===== src/rtl/automute_pkg.sv =====
package automute_pkg;
  typedef enum logic [1:0] {
    REQ_NONE  = 2'd0,
    REQ_FORCE = 2'd1,
    REQ_AUTO  = 2'd2
  } req_src_e;
endpackage


===== src/rtl/am_zero_detect.sv =====
module am_zero_detect #(
  parameter int DATA_W   = 24,
  parameter int ZERO_RUN = 1024
) (
  input  logic              clk_i,
  input  logic              rst_ni,
  input  logic              valid_i,
  input  logic [DATA_W-1:0] left_i,
  input  logic [DATA_W-1:0] right_i,
  output logic              flag_o
);
  localparam int CNT_W = $clog2(ZERO_RUN + 1);
  localparam logic [CNT_W-1:0] CNT_MAX  = CNT_W'(ZERO_RUN);
  localparam logic [CNT_W-1:0] CNT_LAST = CNT_W'(ZERO_RUN - 1);

  logic [CNT_W-1:0] cnt_q;
  logic             flag_q;
  logic             both_zero;

  assign both_zero = (left_i == '0) && (right_i == '0);

  always_ff @(posedge clk_i or negedge rst_ni) begin
    if (!rst_ni) begin
      cnt_q  <= '0;
      flag_q <= 1'b0;
    end else if (valid_i) begin
      if (both_zero) begin
        if (cnt_q != CNT_MAX) cnt_q <= cnt_q + 1'b1;  // saturate
        if (cnt_q == CNT_LAST) flag_q <= 1'b1;
      end else begin
        cnt_q  <= '0;
        flag_q <= 1'b0;
      end
    end
  end

  assign flag_o = flag_q;

  a_r6_set: assert property (@(posedge clk_i) disable iff (!rst_ni)
    valid_i && both_zero && cnt_q == CNT_LAST |=> flag_q);
  a_r6_only_full: assert property (@(posedge clk_i) disable iff (!rst_ni)
    flag_q |-> cnt_q == CNT_MAX);
  a_r7_clear: assert property (@(posedge clk_i) disable iff (!rst_ni)
    valid_i && !both_zero |=> !flag_q && cnt_q == '0);
  a_r7_sticky: assert property (@(posedge clk_i) disable iff (!rst_ni)
    flag_q && valid_i && both_zero |=> flag_q);
endmodule


===== src/rtl/am_gain_ramp.sv =====
module am_gain_ramp #(
  parameter int GAIN_FRAC = 8
) (
  input  logic               clk_i,
  input  logic               rst_ni,
  input  logic               valid_i,
  input  logic               mute_req_i,
  output logic [GAIN_FRAC:0] gain_o
);
  localparam int GW = GAIN_FRAC + 1;
  localparam logic [GW-1:0] UNITY = GW'(1 << GAIN_FRAC);

  logic [GW-1:0] gain_q;

  always_ff @(posedge clk_i or negedge rst_ni) begin
    if (!rst_ni) begin
      gain_q <= UNITY;
    end else if (valid_i) begin
      if (mute_req_i) begin
        if (gain_q != '0) gain_q <= gain_q - 1'b1;
      end else if (gain_q != UNITY) begin
        gain_q <= gain_q + 1'b1;
      end
    end
  end

  assign gain_o = gain_q;

  a_r3_step_down: assert property (@(posedge clk_i) disable iff (!rst_ni)
    valid_i && mute_req_i && gain_q != '0 |=> gain_q == $past(gain_q) - 1'b1);
  a_r4_step_up: assert property (@(posedge clk_i) disable iff (!rst_ni)
    valid_i && !mute_req_i && gain_q != UNITY |=> gain_q == $past(gain_q) + 1'b1);
  a_r4_bound: assert property (@(posedge clk_i) disable iff (!rst_ni)
    gain_q <= UNITY);
  a_r10_idle_hold: assert property (@(posedge clk_i) disable iff (!rst_ni)
    !valid_i |=> $stable(gain_q));
endmodule


===== src/rtl/am_gain_apply.sv =====
module am_gain_apply #(
  parameter int DATA_W    = 24,
  parameter int GAIN_FRAC = 8
) (
  input  logic               clk_i,
  input  logic               rst_ni,
  input  logic               valid_i,
  input  logic [DATA_W-1:0]  data_i,
  input  logic [GAIN_FRAC:0] gain_i,
  output logic [DATA_W-1:0]  data_o
);
  localparam int GW = GAIN_FRAC + 1;
  localparam int PW = DATA_W + GW + 1;
  localparam logic signed [PW-1:0] DIVISOR = PW'(1 << GAIN_FRAC);

  logic signed [PW-1:0] d_ext, g_ext, prod, quot;
  logic [DATA_W-1:0]    data_q;

  assign d_ext = {{(PW-DATA_W){data_i[DATA_W-1]}}, data_i};
  assign g_ext = {{(PW-GW){1'b0}}, gain_i};
  assign prod  = d_ext * g_ext;
  assign quot  = prod / DIVISOR;  // signed division truncates toward zero

  always_ff @(posedge clk_i or negedge rst_ni) begin
    if (!rst_ni) data_q <= '0;
    else if (valid_i) data_q <= DATA_W'(quot);
  end

  assign data_o = data_q;

  a_r3_zero_gain: assert property (@(posedge clk_i) disable iff (!rst_ni)
    valid_i && gain_i == '0 |=> data_q == '0);
  a_r2_unity: assert property (@(posedge clk_i) disable iff (!rst_ni)
    valid_i && gain_i == GW'(1 << GAIN_FRAC) |=> data_q == $past(data_i));
  a_r10_hold: assert property (@(posedge clk_i) disable iff (!rst_ni)
    !valid_i |=> $stable(data_q));
endmodule


===== src/rtl/automute_softmute.sv =====
module automute_softmute
  import automute_pkg::*;
#(
  parameter int DATA_W    = 24,
  parameter int GAIN_FRAC = 8,
  parameter int ZERO_RUN  = 1024
) (
  input  logic               clk_i,
  input  logic               rst_ni,
  input  logic               sample_valid_i,
  input  logic [DATA_W-1:0]  left_i,
  input  logic [DATA_W-1:0]  right_i,
  input  logic               mute_drive_i,
  input  logic               mute_level_i,
  output logic [DATA_W-1:0]  left_o,
  output logic [DATA_W-1:0]  right_o,
  output logic               out_valid_o,
  output logic [GAIN_FRAC:0] gain_o,
  output logic               automuted_o
);
  localparam int NCH = 2;

  req_src_e                src;
  logic                    mute_req, auto_flag, vld_q;
  logic [GAIN_FRAC:0]      gain;
  logic [NCH-1:0][DATA_W-1:0] ch_in, ch_out;

  am_zero_detect #(.DATA_W(DATA_W), .ZERO_RUN(ZERO_RUN)) u_zero (
    .clk_i, .rst_ni, .valid_i(sample_valid_i),
    .left_i, .right_i, .flag_o(auto_flag)
  );

  // Driven request wins; floating request defers to the zero detector.
  always_comb begin
    if (mute_drive_i) src = mute_level_i ? REQ_NONE : REQ_FORCE;
    else              src = auto_flag ? REQ_AUTO : REQ_NONE;
    mute_req = (src != REQ_NONE);
  end

  am_gain_ramp #(.GAIN_FRAC(GAIN_FRAC)) u_ramp (
    .clk_i, .rst_ni, .valid_i(sample_valid_i),
    .mute_req_i(mute_req), .gain_o(gain)
  );

  assign ch_in[0] = left_i;
  assign ch_in[1] = right_i;

  for (genvar c = 0; c < NCH; c++) begin : g_ch
    am_gain_apply #(.DATA_W(DATA_W), .GAIN_FRAC(GAIN_FRAC)) u_apply (
      .clk_i, .rst_ni, .valid_i(sample_valid_i),
      .data_i(ch_in[c]), .gain_i(gain), .data_o(ch_out[c])
    );
  end

  always_ff @(posedge clk_i or negedge rst_ni) begin
    if (!rst_ni) vld_q <= 1'b0;
    else         vld_q <= sample_valid_i;
  end

  assign left_o      = ch_out[0];
  assign right_o     = ch_out[1];
  assign out_valid_o = vld_q;
  assign gain_o      = gain;
  assign automuted_o = auto_flag;

  a_r8_auto_mutes: assert property (@(posedge clk_i) disable iff (!rst_ni)
    sample_valid_i && !mute_drive_i && auto_flag && gain != '0
    |=> gain_o == $past(gain) - 1'b1);
  a_r9_override: assert property (@(posedge clk_i) disable iff (!rst_ni)
    sample_valid_i && mute_drive_i && mute_level_i |=> gain_o >= $past(gain));
  a_r9_force: assert property (@(posedge clk_i) disable iff (!rst_ni)
    sample_valid_i && mute_drive_i && !mute_level_i |=> gain_o <= $past(gain));
  a_r2_valid: assert property (@(posedge clk_i) disable iff (!rst_ni)
    sample_valid_i |=> out_valid_o);
endmodule


===== config.mk =====
export PLATFORM = sky130hd
export DESIGN_NAME = automute_softmute
export DESIGN_NICKNAME = d
export VERILOG_FILES = /design/src/rtl/automute_pkg.sv /design/src/rtl/am_zero_detect.sv /design/src/rtl/am_gain_ramp.sv /design/src/rtl/am_gain_apply.sv /design/src/rtl/automute_softmute.sv
export SDC_FILE = /design/constraint.sdc
export NUM_CORES = 1
export LEC_CHECK = 0
export ABC_AREA = 1
export BUFFER_PORTS_ARGS = -buffer_cell sky130_fd_sc_hd__buf_2
export CORE_MARGIN = 2
export CORE_UTILIZATION = 60
export CTS_CLUSTER_DIAMETER = 50
export DETAILED_ROUTE_END_ITERATION = 12
export GPL_TIMING_DRIVEN = 0
export HOLD_SLACK_MARGIN = 0.15
export PLACE_DENSITY_LB_ADDON = 0.3
export SLEW_MARGIN = 20
export SYNTH_ARGS = -nofsm -noshare
export SYNTH_HDL_FRONTEND = slang
export SYNTH_SLANG_ARGS = --single-unit
export TNS_END_PERCENT = 50

===== constraint.sdc =====
create_clock -name clk_i -period 18.15 [get_ports clk_i]
set_clock_uncertainty 0.2 [all_clocks]
set_input_delay 0.9075 -clock clk_i [delete_from_list [all_inputs] [get_ports clk_i]]
set_output_delay 0.9075 -clock clk_i [all_outputs]
set_load 0.02 [all_outputs]

==> results.json <==
{
  "worstMarginPinSlew_ns": 1.023,
  "synthCells": 3144,
  "ys_types": 47,
  "clkTransAtPathRegs_ns": 0.08,
  "grt_max_degree": 59,
  "reg2regPathDepth": 35,
  "area_delta_synth_final_pct": 5.752,
  "max_cap_violations": 0,
  "std_cell_rows": 69,
  "drt_pass1_iterations": 10,
  "wire_per_inst_microns": 16.51,
  "fin_crit_ns": 8.859,
  "syn_area_sq_um": 21580,
  "grt_pass1_vias": 20750,
  "crit_slowest_cell": "buf_1",
  "viasPerCell": 5.300,
  "antenna_left": 0,
  "slew_viol_final": 0,
  "die_x_microns": 193.6,
  "critical_path_class": "register to register",
  "cts_buffer_depth": 2,
  "synth-edff-count": 0,
  "final_common_cell": "nand2_1",
  "core_area_sq_um": 35480,
  "pin_count": 112,
  "ys.flop_type": "dfrtp_1",
  "clock_sinks": 70,
  "cts_resized": 0,
  "place_ws_ns": 9.519,
  "synth_fp_nets": 3713,
  "vias": 19530,
  "end_kind": "register",
  "cts_tree": "built",
  "worst_hold_path_type": "input pin to asynchronous set/reset pin",
  "tns_ns": 0,
  "async_flop_share_pct": 100.0,
  "placed_area_sq_um": 22500,
  "syn-mean-instance-area_sq_um": 6.863,
  "crit_required_ns": 18.19,
  "post_cts_buffers": 0,
  "start_util_pct": 60.81,
  "hold_buffers": 0,
  "antenna_found_initial": 2,
  "remaining_drc_errors": 0,
  "dieArea_sq_um": 37490,
  "fmax_mhz": 112.9,
  "grt_overflow": 0,
  "gp_congestion": 0.9514,
  "htreeDepth": 3,
  "drt_iter0_markers": 1168,
  "grt_setup_unrepaired": "no",
  "grt_usage_pct": 34.11,
  "max_stage_delay_ns": 0.79,
  "layout_common_cells": "nand2_1 (1044), inv_1 (853), fa_1 (357)",
  "fp.dieH_microns": 193.6,
  "dp_hpwl_microns": 50570,
  "stdcell_count": 3685,
  "numCtsBuffers": 9,
  "clk_latency_ns": 0.36,
  "final_cell_area_sq_um": 22820,
  "cp_max_fo": 10,
  "start_kind": "register",
  "final-setup-viol-count": 0,
  "cts-root-buf": "clkbuf_16",
  "worst_slack_ns": 9.291,
  "portBuffers": 63,
  "dp_cells": 3669,
  "slew_headroom_pct": 31.82,
  "ys_warn_count": 0,
  "ys_seq_area_share_pct": 8.124,
  "grt_pass1_wl_microns": 101500,
  "worstPathArrival_ns": 8.90,
  "fin_crit_sh_pct": 48.81,
  "hold_violations": 0,
  "routed_wirelength_microns": 60840,
  "layout-drive-gt1-share_pct": 5.492,
  "nets": 3788,
  "status": "complete, no violations",
  "synth_seq_cells": 70
}
## final cells by class
class	count	area (sq um)
multi-input cells	2098	16130
fillers	3270	12660
inverters	863	3239
flip-flops and latches	70	1753
well taps	461	576.8
plain buffers	113	457.9
repair buffers	64	345.3
clock buffers	9	225.2
clock inverters	6	87.58
diodes	1	2.502
## kinds of logic after synthesis
| kind of cell | Yosys count | share of synthesized area [%] |
|---|---|---|
| compound gates | 117 | 2.934 |
| xor+xnor | 54 | 2.192 |
| fa+ha+maj | 516 | 42.34 |
| buf+inv | 976 | 17.14 |
| flops | 70 | 8.124 |
| mux | 1 | 0.05219 |
| simple gates | 1410 | 27.22 |
## registers in the layout, summed over array words and instances, names as in the netlist
| register | flops |
|---|---|
| u_zero.flag_o | 1 |
| u_ramp.gain_o | 9 |
| u_zero.cnt_q | 11 |
| out_valid_o | 1 |
| g_ch.u_apply.data_o | 48 |
## layer usage
metal,vias to the layer above,global-route usage [%],part of all wire (%)
met2,792,61.52,50
met1,9329,38.39,36
met5,-,0,0
met3,243,4.888,7.3
li1,9168,-,-
met4,0,20.05,6.7
## cells in the mapped netlist, types with 2 or more instances
| master | count | area (sq um) |
|---|---|---|
| fa_1 | 357 | 7147 |
| a21oi_1 | 50 | 250.2 |
| dfrtp_1 | 69 | 1727 |
| or2_2 | 2 | 12.51 |
| nor2_2 | 14 | 87.58 |
| clkinv_1 | 2 | 7.510 |
| and2_1 | 9 | 56.30 |
| a31oi_1 | 3 | 18.77 |
| nor4_1 | 10 | 62.56 |
| o21ai_1 | 3 | 15.01 |
| buf_1 | 22 | 82.58 |
| nand3_1 | 111 | 555.5 |
| nor2_4 | 9 | 101.4 |
| o21ai_0 | 47 | 235.2 |
| nand4_1 | 20 | 125.1 |
| inv_1 | 853 | 3202 |
| a21oi_2 | 2 | 17.52 |
| nand2_4 | 2 | 22.52 |
| nor3_2 | 2 | 20.02 |
| nand3_2 | 7 | 70.07 |
| xor2_1 | 35 | 306.5 |
| xnor2_1 | 19 | 166.4 |
| o31ai_1 | 2 | 15.01 |
| o21bai_1 | 3 | 22.52 |
| buf_2 | 27 | 135.1 |
| nor2_1 | 126 | 473.0 |
| nand2_1 | 1044 | 3919 |
| clkbuf_1 | 64 | 240.2 |
| ha_1 | 159 | 1989 |
| nor3_1 | 15 | 75.07 |
| inv_2 | 8 | 30.03 |
| nand2_2 | 19 | 118.9 |
| and3_1 | 2 | 12.51 |
| nand3b_1 | 14 | 105.1 |
## stage by stage
stage               utilization (%)  hold WS [ns]
global route                  64.31        0.2381
global placement              63.32        0.2560
floorplan                         -        0.2796
detailed placement            63.42        0.2587
finish                        64.31        0.2407
CTS                           64.30        0.2240
## worst max-delay path: cells and delay by family, from the launching register on
kind | cells | cell delay (ns)
xor gates and xnor gates | 1 | 0.16
DFF | 1 | 0.56
and+or+nand+nor | 15 | 1.95
AOI/OAI and AO/OA | 3 | 0.62
buffers and inverters | 8 | 1.90
adders and majority gates | 8 | 3.37
## worst paths after layout
check	startpoint	end	slack (ns)
setup / recovery	u_ramp.gain_o[4]	g_ch[0].u_apply.data_o[22]	9.29
hold / removal	rst_ni	u_ramp.gain_o[6]	0.24
setup reg to reg	u_ramp.gain_o[4]	g_ch[0].u_apply.data_o[22]	9.29
hold reg to reg	g_ch[1].u_apply.data_o[0]	g_ch[1].u_apply.data_o[0]	0.27
max in group asynchronous	rst_ni	g_ch[0].u_apply.data_o[10]	16.91
min in group clk_i	g_ch[1].u_apply.data_o[0]	g_ch[1].u_apply.data_o[0]	0.27
Power is left out: the tool's default activity adds up to more than one toggle a clock period on the data nets, which glitch-free logic cannot reach.
